File: src/rtl/spinand_setup.sv
module spinand_setup #(
  parameter int N_PARTS = 4,
  parameter logic [N_PARTS*16-1:0] PART_IDS     = {16'hC212, 16'h98C2, 16'hEFAA, 16'hC8F1},
  parameter logic [N_PARTS*8-1:0]  PART_QE_ADDR = {8'hB0, 8'hB0, 8'hB0, 8'hB0},
  parameter logic [N_PARTS*8-1:0]  PART_QE_BIT  = {8'h00, 8'hFF, 8'hFF, 8'h00},
  parameter logic [N_PARTS*2-1:0]  PART_CAPS    = {2'b10, 2'b00, 2'b11, 2'b11},
  parameter logic [7:0] CMD_RD_X1 = 8'h03,
  parameter logic [7:0] CMD_RD_X4 = 8'h6B,
  parameter logic [7:0] CMD_PG_X1 = 8'h02,
  parameter logic [7:0] CMD_PG_X4 = 8'h32,
  localparam int IW = (N_PARTS > 1) ? $clog2(N_PARTS) : 1
) (
  input  logic          clk,
  input  logic          rst_n,
  input  logic          start,
  output logic          busy,
  output logic          done,
  output logic [1:0]    status,
  output logic [IW-1:0] part_idx,
  output logic [15:0]   part_id,
  output logic [2:0]    rd_lanes,
  output logic [2:0]    pg_lanes,
  output logic [7:0]    rd_cmd,
  output logic [7:0]    pg_cmd,
  output logic          spi_cs_n,
  output logic          spi_sclk,
  output logic          spi_mosi,
  input  logic          spi_miso
);

  localparam logic [1:0] RES_NONE  = 2'b00;
  localparam logic [1:0] RES_OK    = 2'b01;
  localparam logic [1:0] RES_ABSENT = 2'b10;
  localparam logic [1:0] RES_UNSUP = 2'b11;

  typedef enum logic [2:0] {
    P_IDLE, P_ID, P_WEN_LOCK, P_LOCK, P_GETQE, P_WEN_QE, P_SETQE
  } phase_t;

  phase_t     phase, nxt_phase;
  logic       launch, go;
  logic       sh_on, cs_q, sclk_q;
  logic [2:0] bitc, bytec, nbytes, byte_idx;
  logic [7:0] tx_sr, rx_sr, nb, feat_q;
  logic [15:0] hist;
  logic       last_byte, frame_end;
  logic       hit;
  logic [IW-1:0] hit_idx;
  logic [1:0] cap;
  logic [7:0] qe_addr, qe_bit, qe_mask;
  logic       fin, fin_quad;
  logic [1:0] fin_res;

  assign spi_cs_n = cs_q;
  assign spi_sclk = sclk_q;
  assign spi_mosi = tx_sr[7];

  assign cap     = PART_CAPS[int'(part_idx)*2 +: 2];
  assign qe_addr = PART_QE_ADDR[int'(part_idx)*8 +: 8];
  assign qe_bit  = PART_QE_BIT[int'(part_idx)*8 +: 8];
  assign qe_mask = 8'd1 << qe_bit[2:0];

  assign nbytes    = (phase == P_ID) ? 3'd5 :
                     (phase == P_WEN_LOCK || phase == P_WEN_QE) ? 3'd1 : 3'd3;
  assign last_byte = (bytec == nbytes - 3'd1);
  assign frame_end = sh_on && sclk_q && (bitc == 3'd7) && last_byte;
  assign byte_idx  = launch ? 3'd0 : bytec + 3'd1;

  always_comb begin
    nb = 8'h00;
    case (phase)
      P_ID:                 nb = (byte_idx == 3'd0) ? 8'h9F : 8'h00;
      P_WEN_LOCK, P_WEN_QE: nb = 8'h06;
      P_LOCK:   nb = (byte_idx == 3'd0) ? 8'h1F : (byte_idx == 3'd1) ? 8'hA0 : 8'h00;
      P_GETQE:  nb = (byte_idx == 3'd0) ? 8'h0F : (byte_idx == 3'd1) ? qe_addr : 8'h00;
      P_SETQE:  nb = (byte_idx == 3'd0) ? 8'h1F : (byte_idx == 3'd1) ? qe_addr
                                                : (feat_q | qe_mask);
      default:  nb = 8'h00;
    endcase
  end

  always_comb begin
    hit = 1'b0;
    hit_idx = '0;
    for (int i = N_PARTS - 1; i >= 0; i--) begin
      if (PART_IDS[i*16 +: 16] == hist) begin
        hit = 1'b1;
        hit_idx = IW'(i);
      end
    end
  end

  always_comb begin
    nxt_phase = phase;
    go        = 1'b0;
    fin       = 1'b0;
    fin_res   = RES_OK;
    fin_quad  = 1'b0;
    if (frame_end) begin
      case (phase)
        P_ID: begin
          if (hist[15:8] == 8'hFF || hist[15:8] == 8'h00) begin
            fin = 1'b1; fin_res = RES_ABSENT; nxt_phase = P_IDLE;
          end else if (!hit) begin
            fin = 1'b1; fin_res = RES_UNSUP; nxt_phase = P_IDLE;
          end else begin
            nxt_phase = P_WEN_LOCK; go = 1'b1;
          end
        end
        P_WEN_LOCK: begin nxt_phase = P_LOCK; go = 1'b1; end
        P_LOCK: begin
          if (cap[0] && qe_bit != 8'hFF) begin
            nxt_phase = P_GETQE; go = 1'b1;
          end else begin
            fin = 1'b1; fin_quad = cap[0]; nxt_phase = P_IDLE;
          end
        end
        P_GETQE: begin
          if ((rx_sr & qe_mask) != 8'h00) begin
            fin = 1'b1; fin_quad = 1'b1; nxt_phase = P_IDLE;
          end else begin
            nxt_phase = P_WEN_QE; go = 1'b1;
          end
        end
        P_WEN_QE: begin nxt_phase = P_SETQE; go = 1'b1; end
        P_SETQE:  begin fin = 1'b1; fin_quad = 1'b1; nxt_phase = P_IDLE; end
        default:  nxt_phase = P_IDLE;
      endcase
    end
  end

  always_ff @(posedge clk or negedge rst_n) begin
    if (!rst_n) begin
      sh_on  <= 1'b0;
      cs_q   <= 1'b1;
      sclk_q <= 1'b0;
      bitc   <= '0;
      bytec  <= '0;
      tx_sr  <= '0;
      rx_sr  <= '0;
      hist   <= '0;
    end else if (launch) begin
      sh_on  <= 1'b1;
      cs_q   <= 1'b0;
      sclk_q <= 1'b0;
      bitc   <= '0;
      bytec  <= '0;
      tx_sr  <= nb;
    end else if (sh_on) begin
      if (!sclk_q) begin
        sclk_q <= 1'b1;
        rx_sr  <= {rx_sr[6:0], spi_miso};
      end else begin
        sclk_q <= 1'b0;
        if (bitc == 3'd7) begin
          hist <= {hist[7:0], rx_sr};
          bitc <= '0;
          if (last_byte) begin
            sh_on <= 1'b0;
            cs_q  <= 1'b1;
          end else begin
            bytec <= bytec + 3'd1;
            tx_sr <= nb;
          end
        end else begin
          bitc  <= bitc + 3'd1;
          tx_sr <= {tx_sr[6:0], 1'b0};
        end
      end
    end
  end

  always_ff @(posedge clk or negedge rst_n) begin
    if (!rst_n) begin
      phase    <= P_IDLE;
      launch   <= 1'b0;
      busy     <= 1'b0;
      done     <= 1'b0;
      status   <= RES_NONE;
      part_idx <= '0;
      part_id  <= '0;
      feat_q   <= '0;
      rd_lanes <= 3'd1;
      pg_lanes <= 3'd1;
      rd_cmd   <= CMD_RD_X1;
      pg_cmd   <= CMD_PG_X1;
    end else begin
      launch <= 1'b0;
      done   <= 1'b0;
      if (phase == P_IDLE) begin
        if (start) begin
          phase    <= P_ID;
          launch   <= 1'b1;
          busy     <= 1'b1;
          status   <= RES_NONE;
          part_idx <= '0;
          part_id  <= '0;
          rd_lanes <= 3'd1;
          pg_lanes <= 3'd1;
          rd_cmd   <= CMD_RD_X1;
          pg_cmd   <= CMD_PG_X1;
        end
      end else if (frame_end) begin
        phase  <= nxt_phase;
        launch <= go;
        if (phase == P_ID && go) begin
          part_idx <= hit_idx;
          part_id  <= hist;
        end
        if (phase == P_GETQE) feat_q <= rx_sr;
        if (fin) begin
          busy   <= 1'b0;
          done   <= 1'b1;
          status <= fin_res;
          if (fin_quad) begin
            rd_lanes <= 3'd4;
            rd_cmd   <= CMD_RD_X4;
            if (cap[1]) begin
              pg_lanes <= 3'd4;
              pg_cmd   <= CMD_PG_X4;
            end
          end
        end
      end
    end
  end

endmodule

File: config.mk
export PLATFORM = sky130hd
export DESIGN_NAME = spinand_setup
export DESIGN_NICKNAME = d
export VERILOG_FILES = /design/src/rtl/spinand_setup.sv
export SDC_FILE = /design/constraint.sdc
export NUM_CORES = 1
export LEC_CHECK = 0
export BUFFER_PORTS_ARGS = -buffer_cell sky130_fd_sc_hd__buf_4
export CAP_MARGIN = 5
export CELL_PAD_IN_SITES_DETAIL_PLACEMENT = 2
export CELL_PAD_IN_SITES_GLOBAL_PLACEMENT = 2
export CORE_ASPECT_RATIO = 2
export CORE_MARGIN = 10
export CORE_UTILIZATION = 42
export CTS_BUF_LIST = sky130_fd_sc_hd__clkbuf_2
export CTS_CLUSTER_DIAMETER = 150
export DETAILED_ROUTE_END_ITERATION = 10
export PLACE_DENSITY = 0.9
export SLEW_MARGIN = 20
export SYNTH_ARGS = -nofsm -noshare
export SYNTH_HDL_FRONTEND = slang
export SYNTH_SLANG_ARGS = --single-unit
File: constraint.sdc
create_clock -name clk -period 3.7 [get_ports clk]
set_clock_uncertainty 0.15 [all_clocks]
set_input_delay 0.74 -clock clk [delete_from_list [all_inputs] [get_ports clk]]
set_output_delay 0.74 -clock clk [all_outputs]
set_load 0.01 [all_outputs]
# Word level (Yosys, flattened, before mapping)
# Index checks and enable logic that the tools add are counted.
[classes]
multipliers = 0
n_eq_ne = 18
bitwise_logic = 5
n_div = 0
n_reduce_logical = 33
muxes = 113
n_shift = 4
addsub = 3
magnitude_cmp = 0
[ops]
columns = ["cell", "count"]
rows = [
  ["8-bit two-way mux", 23],
  ["3-bit two-way mux", 25],
  ["16-bit equality test (first input constant)", 4],
  ["16-bit two-way mux", 4],
  ["32-bit by 6-bit variable part select with 8-bit output (first input constant)", 2],
  ["8-bit one-hot mux with 5 select lines", 1],
  ["1-bit two-way mux", 39],
  ["2-bit two-way mux", 17],
  ["2-bit nonzero test", 9],
  ["4-bit AND reduction", 4],
  ["3-bit one-hot mux with 5 select lines", 1],
  ["3-bit AND reduction", 5],
  ["3-bit equality test (second input constant)", 4],
  ["8-bit bitwise AND", 1],
  ["8-bit equality test (second input constant)", 1],
  ["8-bit logical NOT", 1],
  ["8-bit != test (second input constant)", 1],
  ["8-bit bitwise OR", 1],
  ["1-bit one-hot mux with 4 select lines", 2],
  ["8-bit nonzero test", 1],
  ["8-bit by 4-bit variable part select with 2-bit output (first input constant)", 1],
  ["1-bit by 3-bit left shift with 8-bit output (first input constant)", 1],
  ["3-bit by 1-bit adder with 3-bit output (second input constant)", 2],
  ["3-bit by 1-bit equality test with 1-bit output (second input constant)", 2],
  ["other kinds (13)", 24],
]
[totals]
input_bits = 4
wordCells = 196
latchBits = 0
mem_bits_rw = 0
mem_count = 0
mem_bits_ro = 0
reg_bits = 97

# Depth between registers and ports, before layout
# Gate-level depths: netlist of the first run.
[logic_depth]
depth_word = 13
depth_mapped = 9

# Least setup slack after synthesis of the first run
# No wires, ideal clock.
[synth_path]
path_type = "register to register"
start = "register bitc[0]"
end = "register feat_q[0]"
path_stages_with_launch = 9
synth_period_minus_slack_ps = 2450
required_time_ps = 3425
path_slack_ps = 1250
t_arrival_ps = 2176
setup_time_ps = 125
cell_sequence = "dfrtp_1 ha_1 ha_1 nand2_1 or3_4 o41a_1 buf_2 nor3_4 mux2_2"
[synth_via]
elab_chain_cells = 4
[synth_rtl]
columns = ["item", "line", "text"]
rows = [
  ["start: declaration", "43", "logic [2:0] bitc, bytec, nbytes, byte_idx;"],
  ["start signal: assignment", "166", "bitc <= bitc + 3'd1;"],
  ["3-bit equality test", "66", "assign frame_end = sh_on && sclk_q && (bitc == 3'd7) && last_byte;"],
  ["1-bit logical AND (2 in series)", "66", ""],
  ["3-bit AND reduction (no source line)", "n/a", ""],
  ["end signal: assignment", "210", "if (phase == P_GETQE) feat_q <= rx_sr;"],
  ["end: declaration", "44", "logic [7:0] tx_sr, rx_sr, nb, feat_q;"],
]
# Every way passes these cells.
# A chain may end at the register's enable or synchronous reset.

# Final worst setup path of the first run
[layout_path]
start = "register phase[1]"
end = "register feat_q[5]"
[layout_via]
elab_chain_cells = 8
word_cells_on_any_way = 13
[layout_rtl]
columns = ["item", "line", "text"]
rows = [
  ["start: declaration", "40", "phase_t phase, nxt_phase;"],
  ["start signal: assignment", "204", "phase <= nxt_phase;"],
  ["3-bit by 2-bit equality test with 1-bit output / 3-bit equality test (equally long branches)", "64", "(phase == P_WEN_LOCK || phase == P_WEN_QE) ? 3'd1 : 3'd3;"],
  ["1-bit logical OR", "64", ""],
  ["2-bit two-way mux", "64", ""],
  ["3-bit two-way mux", "63", "assign nbytes = (phase == P_ID) ? 3'd5 :"],
  ["3-bit by 1-bit subtractor with 3-bit output", "65", "assign last_byte = (bytec == nbytes - 3'd1);"],
  ["3-bit equality test", "65", ""],
  ["1-bit logical AND", "66", ""],
  ["3-bit AND reduction (no source line) (*)", "n/a", ""],
]
# Mark *: on every way between the ends. The rest lies on a longest branch, timed or not.

==> results of run 1 <==
## per-stage QoR
step / hold WS, ns / setup WS (ns) / power (mW)
6_report: 0.1292 / 0.6391 / 3.018
5_1_grt: 0.1786 / 0.4387 / 3.241
4_1_cts: 0.1556 / 0.6465 / 3.051
3_5_place_dp: 0.3231 / 0.7352 / 2.540
3_3_place_gp: 0.3117 / 0.8650 / 2.423
2_1_floorplan: 0.2944 / 1.250 / 2.076
## layer usage
| metal | global-route usage (%) | share of wire (%) | vias up |
|---|---|---|---|
| li1 | - | - | 1405 |
| met1 | 17.74 | 32 | 1590 |
| met2 | 36.83 | 60 | 66 |
| met3 | 3.500 | 3.2 | 31 |
| met4 | 8.841 | 3.8 | 0 |
| met5 | 0 | 0 | - |
## critical path: stages, from the launching register on
cell     delay [ns]
dfrtp_1        0.87
and2b_1        0.31
xor2_1         0.17
o21ai_1        0.15
o41a_1         0.52
nor3_4         0.38
mux2_2         0.40
## cells by family (layout without fill, tap and decap cells)
| logic type | after synthesis | count (layout) | synth area share [%] |
|---|---|---|---|
| AOI/OAI and AO/OA | 89 | 89 | 14.85 |
| DFF | 79 | 79 | 49.58 |
| other | 2 | 13 | 0.1880 |
| adders and majority gates | 6 | 6 | 1.879 |
| and+or+nand+nor | 123 | 123 | 16.44 |
| buffers and inverters | 45 | 65 | 6.139 |
| muxes | 35 | 35 | 9.834 |
| xor gates and xnor gates | 5 | 5 | 1.096 |
## where the power goes
| part | switching [mW] | internal, mW | total (mW) | leakage [nW] |
|---|---|---|---|---|
| registers | 0.309 | 1.10 | 1.41 | 1.02 |
| clock network | 0.334 | 0.164 | 0.498 | 0.0729 |
| logic | 0.617 | 0.495 | 1.11 | 0.944 |
| total | 1.26 | 1.76 | 3.02 | 2.04 |
## worst paths after layout
path                                         end  cells after the start  slack [ns]
max in group asynchronous   rx_sr[0]$_DFFE_PN0P_                      1        2.60
min in group clk            rx_sr[0]$_DFFE_PN0P_                      2        0.26
max                        feat_q[5]$_DFFE_PN0P_                      6        0.64
min                          bitc[2]$_DFFE_PN0P_                      1        0.13
max reg2reg                feat_q[5]$_DFFE_PN0P_                      6        0.64
min reg2reg                 spi_cs_n$_DFFE_PN1P_                      2        0.35
## synthesized netlist by cell type (3+ instances only)
master     n  area share (%)
nor2b_1    4            0.63
a31oi_1    4            0.63
a21o_1     9             1.7
nand3_1    8             1.0
nand2b_1   7             1.1
o21ai_0   24             3.0
nand4_1    3            0.47
inv_1      9            0.85
nor3b_1    3            0.56
o41a_1     3            0.85
nor2_1    30             2.8
clkbuf_1  11             1.0
nand2_1   32             3.0
xnor2_1    3            0.66
dfstp_2    3             2.0
ha_1       6             1.9
a22oi_1    5            0.94
buf_4     19             3.6
a21oi_1   20             2.5
dfrtp_1   76              48
mux2_2    34             9.6
buf_2      4            0.50
nor3_1    10             1.3
nand3b_1   3            0.56
nor4b_1    3            0.66
a22o_1     5             1.1
## cell usage in the layout, fill, tap and decap left out, types with 2 or more instances in the layout
master	Yosys	routed
nor2_1	30	30
nor3b_1	3	3
inv_6	0	2
a21oi_1	20	20
nand2_1	32	32
a22oi_1	5	5
mux2_2	34	34
nor4bb_1	2	2
nand4_1	3	3
inv_1	9	9
clkbuf_2	0	10
or3_1	2	2
a21o_1	9	9
buf_4	19	40
nor2b_1	4	4
nand2b_1	7	7
nand3b_1	3	3
o41a_1	3	3
nor4_1	2	2
o211ai_1	2	2
dfstp_2	3	3
a32o_1	2	2
nor4b_1	3	3
nor3_1	10	10
xor2_1	2	2
a22o_1	5	5
conb_1	2	13
ha_1	6	6
o21ai_1	2	2
xnor2_1	3	3
o21ai_0	24	24
dfrtp_1	76	76
a31oi_1	4	4
nand3_1	8	8
## cell type report
class / count / area (um^2)
clock buffers: 10 / 50.05
clock inverters: 6 / 68.82
fillers: 973 / 4947
inverters: 9 / 33.78
multi-input cells: 271 / 1810
flip-flops and latches: 79 / 1981
well taps: 104 / 130.1
repair buffers: 40 / 300.3
## registers in the layout, summed over array words and instances, names as in the netlist, 2 cells and up
name and cells:
phase 3, hist 16, bytec 3, part_id 16, feat_q 8, tx_sr 8
rx_sr 8, status 2, bitc 3, part_idx 2
==> summary.md, run 1 <==
| Metric | Value |
|---|---|
| Status | `complete, no violations` |
| RSZ-0062 raised after global routing | `no` |
| Ys async rst share | `100.0%` |
| Avg WL per Cell | `23.64 um` |
| P per Cell Area | `689.9 nW/um^2` |
| Post-DRT Antenna Nets | `0` |
| Final Net Count | `420` |
| Core area | `9321 um^2` |
| Avg Synthesized Cell Area | `10.40 um^2` |
| Max Slew Vio Count | `0` |
| H-tree levels | `3` |
| Synthesis-to-finish area growth | `9.490%` |
| Worst slew pin tran | `1.000 ns` |
| Placed Cells incl. Taps | `503` |
| Top_reg_cell synth | `dfrtp_1` |
| DP Area | `4255 um^2` |
| Largest net degree at the start of global routing | `80` |
| CTS tree | `yes` |
| Clock transition at path regs | `0.25 ns` |
| Die Wd | `88.97 um` |
| All-Layer GR Usage | `18.88%` |
| Port bufs | `37` |
| Sequential element share of the synthesized area | `49.58%` |
| Die Y | `157.9 um` |
| Post-DR vias/cell | `5.958` |
| CTS buffer count | `9` |
| Clk_lat worst skew | `0.57 ns` |
| Post_cts resized | `0` |
| WP data arrival | `3.37 ns` |
| Finished Cell Area | `4374 um^2` |
| Clock Tree Buf Depth | `2` |
| Final Hold Viols | `0` |
| Worst Setup SP | `phase[1]$_DFFE_PN0P_` |
| Non-Filler Instances | `519` |
| Hold Crit Class | `input port to asynchronous set/reset pin` |
| Num Clock Sinks | `79` |
| Final setup viols | `0` |
| Setup TNS Final | `0 ns` |
| Max frequency | `0.3267 GHz` |
| Pleak | `2.038 nW` |
| Post-synth EDFFs | `0` |
| Grt ovf | `0` |
| Mapped cell area | `3995 um^2` |
| Postcts setup bufs | `0` |
| # diodes | `0` |
| Post-DP HPWL | `9130 um` |
| Final WL | `12270 um` |
| Root buffer cell | `clkbuf_2` |
| Post-route DRC | `0` |
| FF+latch count, synth | `79` |
| Row count | `50` |
| Synth Instances | `384` |
| Ys Warns | `0` |
| GPL Wtd Cong | `0.8547` |
| Drt initial violations | `174` |
| Die area | `14050 um^2` |
| Via count | `3092` |
| Crit path time final | `3.061 ns` |
| Crit path max fanout | `24` |
| First-pass DRT Iterations | `4` |
| Ports | `51` |
| Initial antenna violation count | `0` |
| Share of cells above drive strength 1 | `24.10%` |
| Element type at the critical path start | `flip-flop` |
| Starting Density | `42.86%` |
| First-pass GRT wire length | `20000 um` |
| Maximum vdd drop | `0.4253 mV` |
| Final worst-path cycle share | `82.73%` |
| Post-CTS Hold Buffers | `0` |
| Relative slew slack | `33.34%` |
| RR Startpoint | `phase[1]$_DFFE_PN0P_` |
| Max-cap violations | `0` |
| Worst endpoint required time | `4.01 ns` |
| Vias in the first global route | `3521` |
| Critical Path End Type | `flip-flop` |
| Synth unique cells | `63` |
| Layout Utilization | `46.93%` |
| Setup CP Type | `flip-flop to flip-flop` |
(Power assumes the default switching activity.)
==> run 2, diff against run 1 <==
Settings changed: CORE_UTILIZATION 42 to 35, PLACE_DENSITY 0.9 to 0.8.
Clock period 3.7 ns to 2.7 ns, I/O delays scaled along.
==> run 2 against run 1 <==
Via count up 1.3%. Critical endpoint is now pg_cmd[4]$_DFFE_PN0P_. Combinational power up 46%. Critical path type unchanged. Setup slack worse by 0.51 ns. Power up 33%. Design area up 4.1%.
==> summary.md, run 2 (same netlist as run 1, synthesis figures left out) <==
| Metric | Value |
|---|---|
| Status | `complete, no violations (unchanged)` |
| Pint | `2.372 mW (was 1.757 mW)` |
| Commonest non-fill, non-tap cells in the layout | `dfrtp_1, buf_4, mux2_2 (unchanged)` |
| DP Worst Slack | `-0.01102 ns (was 0.7352 ns)` |
| FF-to-FF End | `pg_cmd[4]$_DFFE_PN0P_ (was feat_q[5]$_DFFE_PN0P_)` |
| Via count | `3133 (was 3092)` |
| Top flop regs | `hist (16), part_id (16) (unchanged)` |
| Element type at the critical path start | `flip-flop (unchanged)` |
| Worst endpoint required time | `3.04 ns (was 4.01 ns)` |
| Clock Tree Buf Depth | `2 (unchanged)` |
| H-tree levels | `3 (unchanged)` |
| Row count | `55 (was 50)` |
| Ports | `51 (unchanged)` |
| Root buffer cell | `clkbuf_2 (unchanged)` |
| NetSw | `1.639 mW (was 1.260 mW)` |
| Final setup viols | `0 (unchanged)` |
| Maximum vdd drop | `0.3940 mV (was 0.4253 mV)` |
| Avg WL per Cell | `20.60 um (was 23.64 um)` |
| GPL Wtd Cong | `0.8455 (was 0.8547)` |
| Area taken by multi-input logic gates | `1810 um^2 (unchanged)` |
| DP Area | `4428 um^2 (was 4255 um^2)` |
| P per Cell Area | `880.4 nW/um^2 (was 689.9 nW/um^2)` |
| Post-route DRC | `0 (unchanged)` |
| R2R depth | `9 (was 6)` |
| Num Clock Sinks | `79 (unchanged)` |
| Filler cells | `1255 (was 973)` |
| Switching part of the total | `40.86% (was 41.76%)` |
| Die area | `16350 um^2 (was 14050 um^2)` |
| Largest net degree at the start of global routing | `45 (was 80)` |
| Commonest non-fill, non-tap cell in the layout | `dfrtp_1 (unchanged)` |
| Share of cells above drive strength 1 | `26.79% (was 24.10%)` |
| RR Startpoint | `part_idx[0]$_DFFE_PN0P_ (was phase[1]$_DFFE_PN0P_)` |
| Final WL | `11870 um (was 12270 um)` |
| Worst slew pin tran | `0.8667 ns (was 1.000 ns)` |
| CTS tree | `yes (unchanged)` |
| Hold Crit Start | `spi_miso` |
| Max frequency | `0.3892 GHz (was 0.3267 GHz)` |
| Die Y | `171.1 um (was 157.9 um)` |
| Clock power share | `13.7% (was 16.5%)` |
| Starting Density | `35.62% (was 42.86%)` |
| Drt initial violations | `83 (was 174)` |
| Clk_lat worst skew | `0.57 ns (about the same)` |
| Pleak | `2.119 nW (was 2.038 nW)` |
| Grt ovf | `0 (unchanged)` |
| Finished Cell Area | `4556 um^2 (was 4374 um^2)` |
| Synthesis-to-finish area growth | `14.03% (was 9.490%)` |
| Post-DRT Antenna Nets | `0 (unchanged)` |
| Hold Crit Class | `input port to flip-flop (was input port to asynchronous set/reset pin)` |
| Comb power frac | `40.3% (was 36.8%)` |
| Relative slew slack | `41.49% (was 33.34%)` |
| Crit path time final | `2.570 ns (was 3.061 ns)` |
| Max-cap violations | `0 (unchanged)` |
| Die Wd | `95.55 um (was 88.97 um)` |
| Storage element area | `1981 um^2 (unchanged)` |
| First-pass GRT wire length | `19280 um (was 20000 um)` |
| Core area | `11220 um^2 (was 9321 um^2)` |
| Crit path max fanout | `4 (was 24)` |
| Reg2reg setup slack | `0.13 ns (was 0.64 ns)` |
| Setup CP Type | `flip-flop to flip-flop (unchanged)` |
| Post-DP HPWL | `9159 um (was 9130 um)` |
| Final Net Count | `438 (was 420)` |
| Vias in the first global route | `3619 (was 3521)` |
| Final Hold Viols | `0 (unchanged)` |
| First-pass DRT Iterations | `4 (unchanged)` |
| Cell depth of the worst hold path | `2` |
| CTS buffer count | `9 (unchanged)` |
| Final worst-path cycle share | `95.17% (was 82.73%)` |
| Post-DR vias/cell | `5.439 (was 5.958)` |
| Share of power burned in registers | `45.9% (was 46.7%)` |
| Max Slew Vio Count | `0 (unchanged)` |
| Initial antenna violation count | `1 (was 0)` |
| All-Layer GR Usage | `15.44% (was 18.88%)` |
| Worst Hold Endpoint | `rx_sr[0]$_DFFE_PN0P_` |
| WP data arrival | `2.91 ns (was 3.37 ns)` |
| Layout Utilization | `40.61% (was 46.93%)` |
| Clock transition at path regs | `0.22 ns (was 0.25 ns)` |
| RSZ-0062 raised after global routing | `no (unchanged)` |
| Port bufs | `37 (unchanged)` |
| Final worst setup slack | `0.1304 ns (was 0.6391 ns)` |
| Critical Path End Type | `flip-flop (unchanged)` |
run 2: how the worst max path moves through the flow:
stage	start	end	cells past startpoint
4_1_cts	part_idx[0]$_DFFE_PN0P_	rd_cmd[5]$_DFFE_PN0P_	8
3_5_place_dp	part_idx[0]$_DFFE_PN0P_	rd_cmd[5]$_DFFE_PN0P_	8
6_report	part_idx[0]$_DFFE_PN0P_	pg_cmd[4]$_DFFE_PN0P_	9
3_3_place_gp	part_idx[0]$_DFFE_PN0P_	rd_cmd[5]$_DFFE_PN0P_	8
2_1_floorplan	bitc[0]$_DFFE_PN0P_	feat_q[0]$_DFFE_PN0P_	8
5_1_grt	part_idx[0]$_DFFE_PN0P_	rd_cmd[5]$_DFFE_PN0P_	8
run 2: what timing repair did:
item	CTS	global route
hold buffers	1	0
gates resized for setup	1	0
endpoints found under the hold margin	33	0
pin swaps	0	1
buffers inserted	0	2
endpoints found under the setup margin	2	11
run 2: power groups by stage:
| stage | Clock (mW) | Combinational (mW) | Sequential (mW) |
|---|---|---|---|
| finish | 0.551 | 1.62 | 1.84 |
| global placement | 0 | 1.55 | 1.84 |
| floorplan | 0 | 1.09 | 1.76 |
| detailed placement | 0 | 1.62 | 1.88 |
| CTS | 0.575 | 1.63 | 1.85 |
| global route | 0.622 | 1.80 | 1.90 |
run 2: area by class of cell:
| cell class | instances | area share [%] |
|---|---|---|
| repair buffers | 58 | 10.16 |
| inverters | 9 | 0.7416 |
| well taps | 142 | 3.900 |
| clock buffers | 10 | 1.099 |
| multi-input cells | 271 | 39.74 |
| clock inverters | 6 | 0.8239 |
| diodes | 1 | 0.05493 |
| flip-flops and latches | 79 | 43.48 |
run 2: metal layers:
| metal | vias up | wire (um) | global-route usage, % |
|---|---|---|---|
| li1 | 1436 | - | - |
| met1 | 1617 | 4093 | 14.51 |
| met2 | 55 | 7054 | 29.75 |
| met3 | 25 | 293 | 2.501 |
| met4 | 0 | 425 | 8.382 |
| met5 | - | 0 | 0 |
run 2: worst max-delay path, cell delays in order, from the launching register on:
cell and delay [ns]:
dfrtp_1 0.46, inv_1 0.11, ha_1 0.35, mux2_2 0.39
o21ai_1 0.21, o21ai_0 0.21, a31oi_1 0.25, buf_4 0.15
nor4b_1 0.06, a21o_1 0.16
run 2: stage by stage:
step           setup TNS [ns]  hold WS [ns]  instances  power, mW
2_1_floorplan               0       0.09441        395      2.845
3_3_place_gp                0        0.3064        556      3.390
3_5_place_dp         -0.01102        0.3144        556      3.504
4_1_cts                     0      0.007036        573      4.063
5_1_grt                     0       0.01946        576      4.328
6_report                    0       0.06291        576      4.011
==> run 3, diff against run 2 <==
Settings changed: CORE_UTILIZATION 35 to 39, PLACE_DENSITY 0.8 to 0.85.
Clock period 2.7 ns to 2.54 ns, I/O delays scaled along.
==> run 3 against run 2 <==
Final cell count rose by 1.2%. Sequential power rose by 7%. Global-route usage rose by 2.4 points. Non-clock buffer count rose by 14. Utilization rose by 6.0 points. Wire length rose by 11%. Die area fell by 8.6%. First-iteration DRC count rose by 84%. Clock-buffer cell count rose by 1. Power rose by 14%. Critical path depth fell by 1. Critical endpoint is now rd_cmd[5]$_DFFE_PN0P_. Sequential cell count did not move.
==> summary.md, run 3 (same netlist as run 1, synthesis figures left out) <==
| Metric | Value |
|---|---|
| Post-DRT Antenna Nets | `0 (unchanged)` |
| Status | `complete, no violations (unchanged)` |
| Port bufs | `37 (unchanged)` |
| Pleak | `2.200 nW (was 2.119 nW)` |
| Starting Density | `39.62% (was 35.62%)` |
| Clock power share | `14.8% (was 13.7%)` |
| Reg2reg setup slack | `0.02 ns (was 0.13 ns)` |
| Hold Crit Class | `input port to flip-flop (unchanged)` |
| Avg WL per Cell | `22.57 um (was 20.60 um)` |
| Filler cells | `1089 (was 1255)` |
| Maximum vdd drop | `0.3826 mV (was 0.3940 mV)` |
| Post-DP HPWL | `9731 um (was 9159 um)` |
| Worst endpoint required time | `2.84 ns (was 3.04 ns)` |
| Worst Hold Endpoint | `rx_sr[0]$_DFFE_PN0P_ (unchanged)` |
| Final Hold Viols | `0 (unchanged)` |
| Worst slew pin tran | `0.6077 ns (was 0.8667 ns)` |
| Worst stage delay on the critical path | `0.44 ns (was 0.46 ns)` |
| Grt ovf | `0 (unchanged)` |
| H-tree levels | `3 (unchanged)` |
| Layout Utilization | `46.66% (was 40.61%)` |
| Max-cap violations | `0 (unchanged)` |
| First-pass GRT wire length | `20760 um (was 19280 um)` |
| Element type at the critical path start | `flip-flop (unchanged)` |
| Final setup viols | `0 (unchanged)` |
| Non-Filler Instances | `583 (was 576)` |
| Comb power frac | `42.5% (was 40.3%)` |
| Cell Chain, Critical Path | `inv_1 -> ha_1 -> mux2_2 -> o21ai_2 -> o21ai_1 -> a31oi_2 -> nor2_1 -> a22o_1 (was inv_1 -> ha_1 -> mux2_2 -> o21ai_1 -> o21ai_0 -> a31oi_1 -> buf_4 -> nor4b_1 -> a21o_1)` |
| RR Startpoint | `part_idx[1]$_DFFE_PN0P_ (was part_idx[0]$_DFFE_PN0P_)` |
| Critical Path End Type | `flip-flop (unchanged)` |
| Hold Crit Start | `spi_miso (unchanged)` |
| Final WL | `13160 um (was 11870 um)` |
| Relative slew slack | `58.97% (was 41.49%)` |
| NetSw | `1.863 mW (was 1.639 mW)` |
| Post-DR vias/cell | `5.635 (was 5.439)` |
| Storage element area | `1983 um^2 (was 1981 um^2)` |
| Via count | `3285 (was 3133)` |
| CTS buffer count | `9 (unchanged)` |
| Share of cells above drive strength 1 | `30.65% (was 26.79%)` |
| Share of power burned in registers | `42.7% (was 45.9%)` |
| Initial antenna violation count | `1 (unchanged)` |
| Core area | `10080 um^2 (was 11220 um^2)` |
| Die Y | `163.1 um (was 171.1 um)` |
| Drt initial violations | `153 (was 83)` |
| Max frequency | `0.3962 GHz (was 0.3892 GHz)` |
| Root buffer cell | `clkbuf_2 (unchanged)` |
| Commonest non-fill, non-tap cell in the layout | `dfrtp_1 (unchanged)` |
| GPL Wtd Cong | `0.8701 (was 0.8455)` |
| Die Wd | `91.57 um (was 95.55 um)` |
| WP data arrival | `2.83 ns (was 2.91 ns)` |
| Power, Total | `4.579 mW (was 4.011 mW)` |
| Post-route DRC | `0 (unchanged)` |
| Commonest non-fill, non-tap cells in the layout | `dfrtp_1, buf_4, mux2_2 (unchanged)` |
| Switching part of the total | `40.68% (was 40.86%)` |
| FF-to-FF End | `rd_cmd[5]$_DFFE_PN0P_ (was pg_cmd[4]$_DFFE_PN0P_)` |
| Num Clock Sinks | `79 (unchanged)` |
| Vias in the first global route | `3777 (was 3619)` |
| Largest net degree at the start of global routing | `41 (was 45)` |
| Area taken by multi-input logic gates | `1841 um^2 (was 1810 um^2)` |
| Clock transition at path regs | `0.24 ns (was 0.22 ns)` |
| First-pass DRT Iterations | `4 (unchanged)` |
| Cell depth of the worst hold path | `2 (unchanged)` |
| Final worst-path cycle share | `99.37% (was 95.17%)` |
| Ports | `51 (unchanged)` |
| Final Net Count | `452 (was 438)` |
| Crit path max-delay cell type | `mux2_2 (was dfrtp_1)` |
| Setup CP Type | `flip-flop to flip-flop (unchanged)` |
| Top flop regs | `hist (16), part_id (16) (unchanged)` |
| Crit path max fanout | `5 (was 4)` |
| Crit path time final | `2.524 ns (was 2.570 ns)` |
| Row count | `52 (was 55)` |
| Synthesis-to-finish area growth | `17.79% (was 14.03%)` |
| P per Cell Area | `973.0 nW/um^2 (was 880.4 nW/um^2)` |
| Clk_lat worst skew | `0.55 ns (was 0.57 ns)` |
| Die area | `14940 um^2 (was 16350 um^2)` |
| R2R depth | `8 (was 9)` |
| Max Slew Vio Count | `0 (unchanged)` |
| All-Layer GR Usage | `17.80% (was 15.44%)` |
| Placed Cells incl. Taps | `560 (was 556)` |
| Clock Tree Buf Depth | `2 (unchanged)` |
| Pint | `2.716 mW (was 2.372 mW)` |
| CTS tree | `yes (unchanged)` |
run 3: worst max path at each step:
stage / start / slack, ns / depth (start not counted) / endpoint
floorplan: bitc[0]$_DFFE_PN0P_ / 0.09 / 8 / feat_q[0]$_DFFE_PN0P_
detailed placement: part_idx[0]$_DFFE_PN0P_ / -0.32 / 8 / rd_cmd[5]$_DFFE_PN0P_
CTS: hist[4]$_DFFE_PN0P_ / 0.03 / 7 / part_idx[1]$_DFFE_PN0P_
global placement: part_idx[0]$_DFFE_PN0P_ / -0.25 / 8 / rd_cmd[5]$_DFFE_PN0P_
global route: part_idx[0]$_DFFE_PN0P_ / -0.0002 / 8 / status[0]$_DFFE_PN0P_
finish: part_idx[1]$_DFFE_PN0P_ / 0.02 / 8 / rd_cmd[5]$_DFFE_PN0P_
run 3: area by class of cell:
type / instances / share of cell area (%)
clock buffers: 11 / 1.170
inverters: 9 / 0.7179
multi-input cells: 271 / 39.11
diodes: 1 / 0.05318
clock inverters: 5 / 1.064
well taps: 135 / 3.589
flip-flops and latches: 79 / 42.14
repair buffers: 72 / 12.15
run 3: routing by layer:
metal	GRT usage (%)	vias up	part of all wire, %
met1	16.87	1717	35
met5	0	-	0
met4	9.957	0	3.9
li1	-	1463	-
met3	2.621	36	2.2
met2	34.83	69	59
run 3: worst max-delay path: cells and delay by family, from the launching register on:
family                     cells  cell delay [ns]
buffers and inverters          1             0.07
adders and majority gates      1             0.38
AOI/OAI and AO/OA              4             0.84
and+or+nand+nor                1             0.14
DFF                            1             0.40
muxes                          1             0.44
run 3: stage by stage:
stage | TNS, ns | hold WS (ns) | instance area [um^2] | setup WS, ns
CTS | 0 | 0.009783 | 4636 | 0.02761
finish | 0 | 0.05063 | 4706 | 0.01612
global placement | -1.077 | 0.3068 | 4502 | -0.2450
global route | -0.0001845 | 0.01095 | 4706 | -0.0001845
floorplan | 0 | 0.06241 | 4036 | 0.08950
detailed placement | -1.638 | 0.3161 | 4502 | -0.3200
run 3: what timing repair did:
item	4_1_cts	5_1_grt
endpoints found under the hold margin	37	0
endpoints found under the setup margin	7	26
cloned	0	0
resized for setup	3	8
setup buffers	2	3
pin swaps	0	1
hold buffers	1	0
run 3: power by group through the flow:
stage	Sequential [mW]	Clock (mW)	Combinational, mW
floorplan	1.87	0	1.15
global placement	1.95	0	1.75
detailed placement	1.99	0	1.87
CTS	1.96	0.694	1.91
global route	2.01	0.752	2.13
finish	1.96	0.678	1.94
